===== config.mk =====
export PLATFORM = sky130hd
export DESIGN_NAME = sbReadEngine
export DESIGN_NICKNAME = d
export VERILOG_FILES = /design/src/rtl/sbr_pkg.sv /design/src/rtl/sbrCtrl.sv /design/src/rtl/sbrData.sv /design/src/rtl/sbReadEngine.sv
export SDC_FILE = /design/constraint.sdc
export NUM_CORES = 1
export LEC_CHECK = 0
export CORE_UTILIZATION = 57
export DETAILED_ROUTE_END_ITERATION = 6
export DONT_BUFFER_PORTS = 1
export PLACE_DENSITY = 0.75
export SLEW_MARGIN = 30
export SYNTH_ARGS = -nofsm -noshare
export SYNTH_HDL_FRONTEND = slang
export SYNTH_HIERARCHICAL = 1
export SYNTH_SLANG_ARGS = --single-unit

===== constraint.sdc =====
create_clock -name clk -period 1.8 [get_ports clk]
set_clock_uncertainty 0.05 [all_clocks]
set_input_delay 0.27 -clock clk [delete_from_list [all_inputs] [get_ports clk]]
set_output_delay 0.27 -clock clk [all_outputs]
set_load 0.03 [all_outputs]

===== src/rtl/sbr_pkg.sv =====
package sbr_pkg;
  localparam int RegAW = 7;
  localparam int WordW = 32;
  localparam int BeatW = 2 * WordW;

  localparam logic [RegAW-1:0] OffCsr   = 7'h38;
  localparam logic [RegAW-1:0] OffAddr  = 7'h39;
  localparam logic [RegAW-1:0] OffData0 = 7'h3C;
  localparam logic [RegAW-1:0] OffData1 = 7'h3D;

  localparam int BitBusyErr = 22;
  localparam int BitBusy    = 21;
  localparam int BitRoa     = 20;
  localparam int SizeLo     = 17;
  localparam int ErrLo      = 12;

  localparam logic [2:0] Size64   = 3'd3;
  localparam logic [2:0] ErrAlign = 3'd3;
  localparam logic [2:0] ErrSize  = 3'd4;
  localparam logic [2:0] ErrBus   = 3'd7;

  typedef enum logic [1:0] {StIdle, StReq, StWait} engState_e;

  typedef struct packed {
    logic latchAddr;
    logic collide;
    logic alignErr;
    logic sizeErr;
    logic capture;
    logic busErr;
  } strobe_t;
endpackage


===== src/rtl/sbrCtrl.sv =====
module sbrCtrl
  import sbr_pkg::*;
#(
  parameter int AlignBits = 3
) (
  input  logic                 clk,
  input  logic                 rstN,
  input  logic [RegAW-1:0]     regAddr,
  input  logic                 regWe,
  input  logic                 regRe,
  input  logic [AlignBits-1:0] wLow,
  input  logic                 readOnAddr,
  input  logic [2:0]           accSize,
  input  logic                 busyErr,
  input  logic                 memGnt,
  input  logic                 memRvalid,
  input  logic                 memRerr,
  output logic                 memReq,
  output logic                 busy,
  output strobe_t              strb
);
  engState_e state, stateNext;
  logic addrWr, dataRd, go, aligned, startRead, respIn;

  assign addrWr  = regWe && (regAddr == OffAddr);
  assign dataRd  = regRe && ((regAddr == OffData0) || (regAddr == OffData1));
  assign aligned = (wLow == '0);
  assign busy    = (state != StIdle);
  assign memReq  = (state == StReq);
  assign respIn  = (state == StWait) && memRvalid;

  assign go        = addrWr && !busy && readOnAddr && !busyErr;
  assign startRead = go && (accSize == Size64) && aligned;

  always_comb begin
    strb           = '0;
    strb.latchAddr = addrWr && !busy;
    strb.collide   = busy && (addrWr || dataRd);
    strb.sizeErr   = go && (accSize != Size64);
    strb.alignErr  = go && (accSize == Size64) && !aligned;
    strb.capture   = respIn && !memRerr;
    strb.busErr    = respIn && memRerr;
  end

  always_comb begin
    stateNext = state;
    unique case (state)
      StIdle:  if (startRead) stateNext = StReq;
      StReq:   if (memGnt) stateNext = StWait;
      StWait:  if (memRvalid) stateNext = StIdle;
      default: stateNext = StIdle;
    endcase
  end

  always_ff @(posedge clk or negedge rstN) begin
    if (!rstN) state <= StIdle;
    else       state <= stateNext;
  end


  misaligned_refused_chk: assert property (@(posedge clk) disable iff (!rstN)
    (addrWr && !busy && (wLow != '0)) |=> !busy);

  busyerr_blocks_chk: assert property (@(posedge clk) disable iff (!rstN)
    (busyErr && !busy) |=> !busy);

  resp_clears_busy_chk: assert property (@(posedge clk) disable iff (!rstN)
    (memRvalid && busy && !memReq) |=> !busy);
endmodule


===== src/rtl/sbrData.sv =====
module sbrData
  import sbr_pkg::*;
#(
  parameter int AddrW = 32
) (
  input  logic             clk,
  input  logic             rstN,
  input  logic [RegAW-1:0] regAddr,
  input  logic             regWe,
  input  logic [WordW-1:0] regWdata,
  input  logic             busy,
  input  strobe_t          strb,
  input  logic [BeatW-1:0] memRdata,
  output logic             readOnAddr,
  output logic [2:0]       accSize,
  output logic             busyErr,
  output logic [AddrW-1:0] memAddr,
  output logic [WordW-1:0] regRdata
);
  logic [AddrW-1:0] addrQ;
  logic [BeatW-1:0] dataQ;
  logic [2:0]       errQ;
  logic             csrWr;
  logic [WordW-1:0] csrView;

  assign csrWr   = regWe && (regAddr == OffCsr);
  assign memAddr = addrQ;

  always_ff @(posedge clk or negedge rstN) begin
    if (!rstN) begin
      readOnAddr <= 1'b0;
      accSize    <= '0;
      busyErr    <= 1'b0;
      errQ       <= '0;
    end else begin
      if (csrWr) begin
        readOnAddr <= regWdata[BitRoa];
        accSize    <= regWdata[SizeLo +: 3];
        if (regWdata[BitBusyErr]) busyErr <= 1'b0;
      end
      if (strb.collide) busyErr <= 1'b1;
      if (strb.busErr)        errQ <= ErrBus;
      else if (strb.alignErr) errQ <= ErrAlign;
      else if (strb.sizeErr)  errQ <= ErrSize;
      else if (csrWr)         errQ <= errQ & ~regWdata[ErrLo +: 3];
    end
  end

  always_ff @(posedge clk or negedge rstN) begin
    if (!rstN) begin
      addrQ <= '0;
      dataQ <= '0;
    end else begin
      if (strb.latchAddr) addrQ <= regWdata[AddrW-1:0];
      if (strb.capture)   dataQ <= memRdata;
    end
  end

  always_comb begin
    csrView             = '0;
    csrView[BitBusyErr] = busyErr;
    csrView[BitBusy]    = busy;
    csrView[BitRoa]     = readOnAddr;
    csrView[SizeLo +: 3] = accSize;
    csrView[ErrLo +: 3]  = errQ;
  end

  always_comb begin
    unique case (regAddr)
      OffCsr:   regRdata = csrView;
      OffAddr:  regRdata = WordW'(addrQ);
      OffData0: regRdata = dataQ[WordW-1:0];
      OffData1: regRdata = dataQ[BeatW-1:WordW];
      default:  regRdata = '0;
    endcase
  end


  collide_sets_flag_chk: assert property (@(posedge clk) disable iff (!rstN)
    strb.collide |=> busyErr);

  addr_frozen_chk: assert property (@(posedge clk) disable iff (!rstN)
    busy |=> $stable(addrQ));

  bus_error_code_chk: assert property (@(posedge clk) disable iff (!rstN)
    strb.busErr |=> (errQ == ErrBus) && $stable(dataQ));

  capture_data_chk: assert property (@(posedge clk) disable iff (!rstN)
    strb.capture |=> (dataQ == $past(memRdata)));
endmodule


===== src/rtl/sbReadEngine.sv =====
module sbReadEngine
  import sbr_pkg::*;
#(
  parameter int AddrW     = 32,
  parameter int AlignBits = 3
) (
  input  logic             clk,
  input  logic             rstN,
  input  logic [6:0]       regAddr,
  input  logic [31:0]      regWdata,
  input  logic             regWe,
  input  logic             regRe,
  output logic [31:0]      regRdata,
  output logic             memReq,
  output logic [AddrW-1:0] memAddr,
  input  logic             memGnt,
  input  logic             memRvalid,
  input  logic [63:0]      memRdata,
  input  logic             memRerr
);
  strobe_t    strb;
  logic       busy, readOnAddr, busyErr;
  logic [2:0] accSize;

  sbrCtrl #(.AlignBits(AlignBits)) uCtrl (
    .clk(clk), .rstN(rstN), .regAddr(regAddr), .regWe(regWe), .regRe(regRe),
    .wLow(regWdata[AlignBits-1:0]), .readOnAddr(readOnAddr), .accSize(accSize),
    .busyErr(busyErr), .memGnt(memGnt), .memRvalid(memRvalid), .memRerr(memRerr),
    .memReq(memReq), .busy(busy), .strb(strb)
  );

  sbrData #(.AddrW(AddrW)) uData (
    .clk(clk), .rstN(rstN), .regAddr(regAddr), .regWe(regWe), .regWdata(regWdata),
    .busy(busy), .strb(strb), .memRdata(memRdata), .readOnAddr(readOnAddr),
    .accSize(accSize), .busyErr(busyErr), .memAddr(memAddr), .regRdata(regRdata)
  );


  req_hold_chk: assert property (@(posedge clk) disable iff (!rstN)
    (memReq && !memGnt) |=> (memReq && $stable(memAddr)));
endmodule


==> results.sh <==
export IMPL_status="complete, but fails checks"
export IMPL_violations="negative hold slack, negative setup slack"
export IMPL_hpwl_mm=7.66
export IMPL_track_usage_pct=29.8
export IMPL_die_area_um2=9130
export IMPL_endpoint="regRdata[21]"
export IMPL_slew_viol_final=0
export IMPL_slew_headroom_pct=45.1
export IMPL_die_w_um=95.5
export IMPL_worst_slew_pin_slew_ps=820
export IMPL_synth_area_top_cells="dfrtp_1 (53%), mux2_2 (27%), mux4_2 (4.1%)"
export IMPL_required_ps=1480
export IMPL_fp_row_count=33
export IMPL_synth_top_area_share_pct=53.2
export IMPL_p_per_area_nw_per_um2=680
export IMPL_fin_nets=623
export IMPL_cts_clk_slew_worst_paths_ps=120
export IMPL_worst_skew_pair_late_latency_ps=360
export IMPL_cts_htree_levels=3
export IMPL_hold_viol=106
export IMPL_rsz0062_at_grt="yes"
export IMPL_drc=0
export IMPL_overflow=0
export IMPL_cp_end_kind="output pin"
export IMPL_ff2ff_path_depth=7
export IMPL_first_pass_iters=4
export IMPL_ant_nets=0
export IMPL_place_area_um2=5470
export IMPL_worst_slack_ps=-261
export IMPL_synth_async_sr_flop_share_pct=100
export IMPL_syn_area_um2=4990
export IMPL_synthCells=361
export IMPL_synth_edf_count=0
export IMPL_synth_top_cell_by_area="dfrtp_1"
export IMPL_grt_pass1_vias=4071
export IMPL_power_total_mw=4.80
export IMPL_ioPinCount=175
export IMPL_drive_gt1_share_pct=53.5
export IMPL_routedWlPerCell_um=22.0
export IMPL_die_h_um=95.5
export IMPL_r2r_slack_ps=-10
export IMPL_syn_to_final_growth_pct=41.4
export IMPL_io_buffers=0
export IMPL_cap_violations=0
export IMPL_ys_warn_count=6
export IMPL_path_max_fanout=2
export IMPL_drt_iter0_drc=121
export IMPL_r2r_end="uData/errQ[0]$_DFFE_PN0P_"
export IMPL_post_route_util_pct=84.6
export IMPL_routed_wl_mm=13.7
export IMPL_cts_root_buf="clkbuf_8"
export IMPL_leakage_nw=3.20
export IMPL_syn_nets=471
export IMPL_ir_drop_v=0.000480
export IMPL_cts_buffers=9
export IMPL_num_vias=3645
export IMPL_fp_coreArea_um2=8340
export IMPL_finalCriticalPeriod_ps=2060
export IMPL_grt_pass1_wl_mm=20.0
export IMPL_grt_max_degree=107
export IMPL_place_worst_setup_slack_ps=-169
export IMPL_r2r_start="uCtrl/state[1]$_DFFE_PN0P_"
export IMPL_synth_ff_type="dfrtp_1"
export IMPL_final_area_um2=7050
export IMPL_cts_sinks=106
export IMPL_clock_path_buffers=2
export IMPL_arrival_ps=1740
export IMPL_post_route_period_util_pct=115
export IMPL_worst_hold_slack_ps=-473
export IMPL_initial_utilization_pct=59.8
export IMPL_syn_avg_cell_area_um2=13.8
export IMPL_startpoint="uCtrl/state[1]$_DFFE_PN0P_"
export IMPL_setup_viol_count_final=26
export IMPL_synth_seq_cells=106
export IMPL_gp_congestion=0.760
export IMPL_synthDistinctLibCells=31
export IMPL_cts_tree="yes"
export IMPL_path_class="register to output pin"
export IMPL_diodes=0
export IMPL_cp_start_kind="register"
export IMPL_ys_seq_area_share_pct=53.2
export IMPL_antenna_found_initial=0
export IMPL_max_freq_mhz=485
export IMPL_min_path_type="primary input to async pin"
export IMPL_vias_per_cell=5.85
[timing repair]
item                       4_1_cts  5_1_grt
gates cloned                     0        2
hold endpoints to repair       205      108
pin swaps                        3       14
gates resized for setup         57       37
setup endpoints to repair       35       88
hold buffers                    92        2
setup buffers                    6        7
[cells by family after synthesis]
| family | count (synthesis) | synth area share [%] |
|---|---|---|
| AND/OR/NAND/NOR | 63 | 7.20 |
| multiplexers | 132 | 31.8 |
| flip-flops | 106 | 53.2 |
| AO/OA/AOI/OAI | 33 | 4.94 |
| buffers and inverters | 27 | 2.84 |
[state kept, by name, indices dropped and copies added (netlist names)]
signal            flops
uData/dataQ          64
uData/memAddr        32
uData/accSize         3
uData/errQ            3
uCtrl/state           2
uData/busyErr         1
uData/readOnAddr      1
[layer usage]
metal  share of wire, %  vias to the layer above  track usage [%]
met2                 53                      148             52.8
li1                   -                     1610                -
met5                  0                        -                0
met1                 38                     1858             33.9
met3                6.6                       29             9.41
met4                2.3                        0             10.1
[how the worst min path moves through the flow]
stage / to / cells after the start
2_1_floorplan: uCtrl/state[0]$_DFFE_PN0P_ / 0
3_3_place_gp: uData/memAddr[19]$_DFFE_PN0P_ / 0
3_5_place_dp: uData/dataQ[19]$_DFFE_PN0P_ / 0
4_1_cts: uData/memAddr[6]$_DFFE_PN0P_ / 0
5_1_grt: uData/memAddr[4]$_DFFE_PN0P_ / 0
6_report: uData/dataQ[36]$_DFFE_PN0P_ / 0
[critical path, stage by stage, from the launching register on]
cell and delay, ps:
dfrtp_1 390, or2_4 260, mux4_2 450, nor2b_4 140, buf_6 140
[metrics by stage]
stage / instances / TNS (ps)
6_report: 623 / -1240
5_1_grt: 623 / -3100
4_1_cts: 613 / -1310
3_5_place_dp: 499 / -3050
3_3_place_gp: 499 / -2120
2_1_floorplan: 361 / 0
[power by group]
group | switching, mW | total [mW] | internal [mW]
clock network | 0.872 | 1.41 | 0.541
registers | 0.165 | 2.71 | 2.54
logic | 0.242 | 0.680 | 0.438
total | 1.28 | 4.80 | 3.52
[cell type report]
cell class,instances,area [um2]
Clock buffer,9,124
Clock inverter,7,67.6
Fill cell,414,1290
Inverter,2,7.51
Multi-Input combinational cell,229,2490
Sequential cell,106,2670
Tap cell,105,131
Timing Repair Buffer,165,1560
[cells in the mapped netlist, drive strengths merged (2+ instances only)]
master / number
mux2: 123
dfrtp: 106
nor2: 30
a22oi: 23
buf: 20
nor2b: 11
mux4: 9
nand2: 6
a31oi: 5
clkbuf: 5
nand2b: 3
a21boi: 2
inv: 2
nor3: 2
nor3b: 2
[cell usage in the layout, fill, tap and decap left out, drive strengths merged, types with 3 or more instances in the layout]
cell and count:
nor2b 12, clkbuf 10, mux2 123, mux4 9, nand2b 3, clkinv 3
a31oi 5, nor2 30, a22oi 23, nand2 6, inv 6, dlygate4sd3 94
dfrtp 106, buf 70
Power figures use the tool's default switching activity.
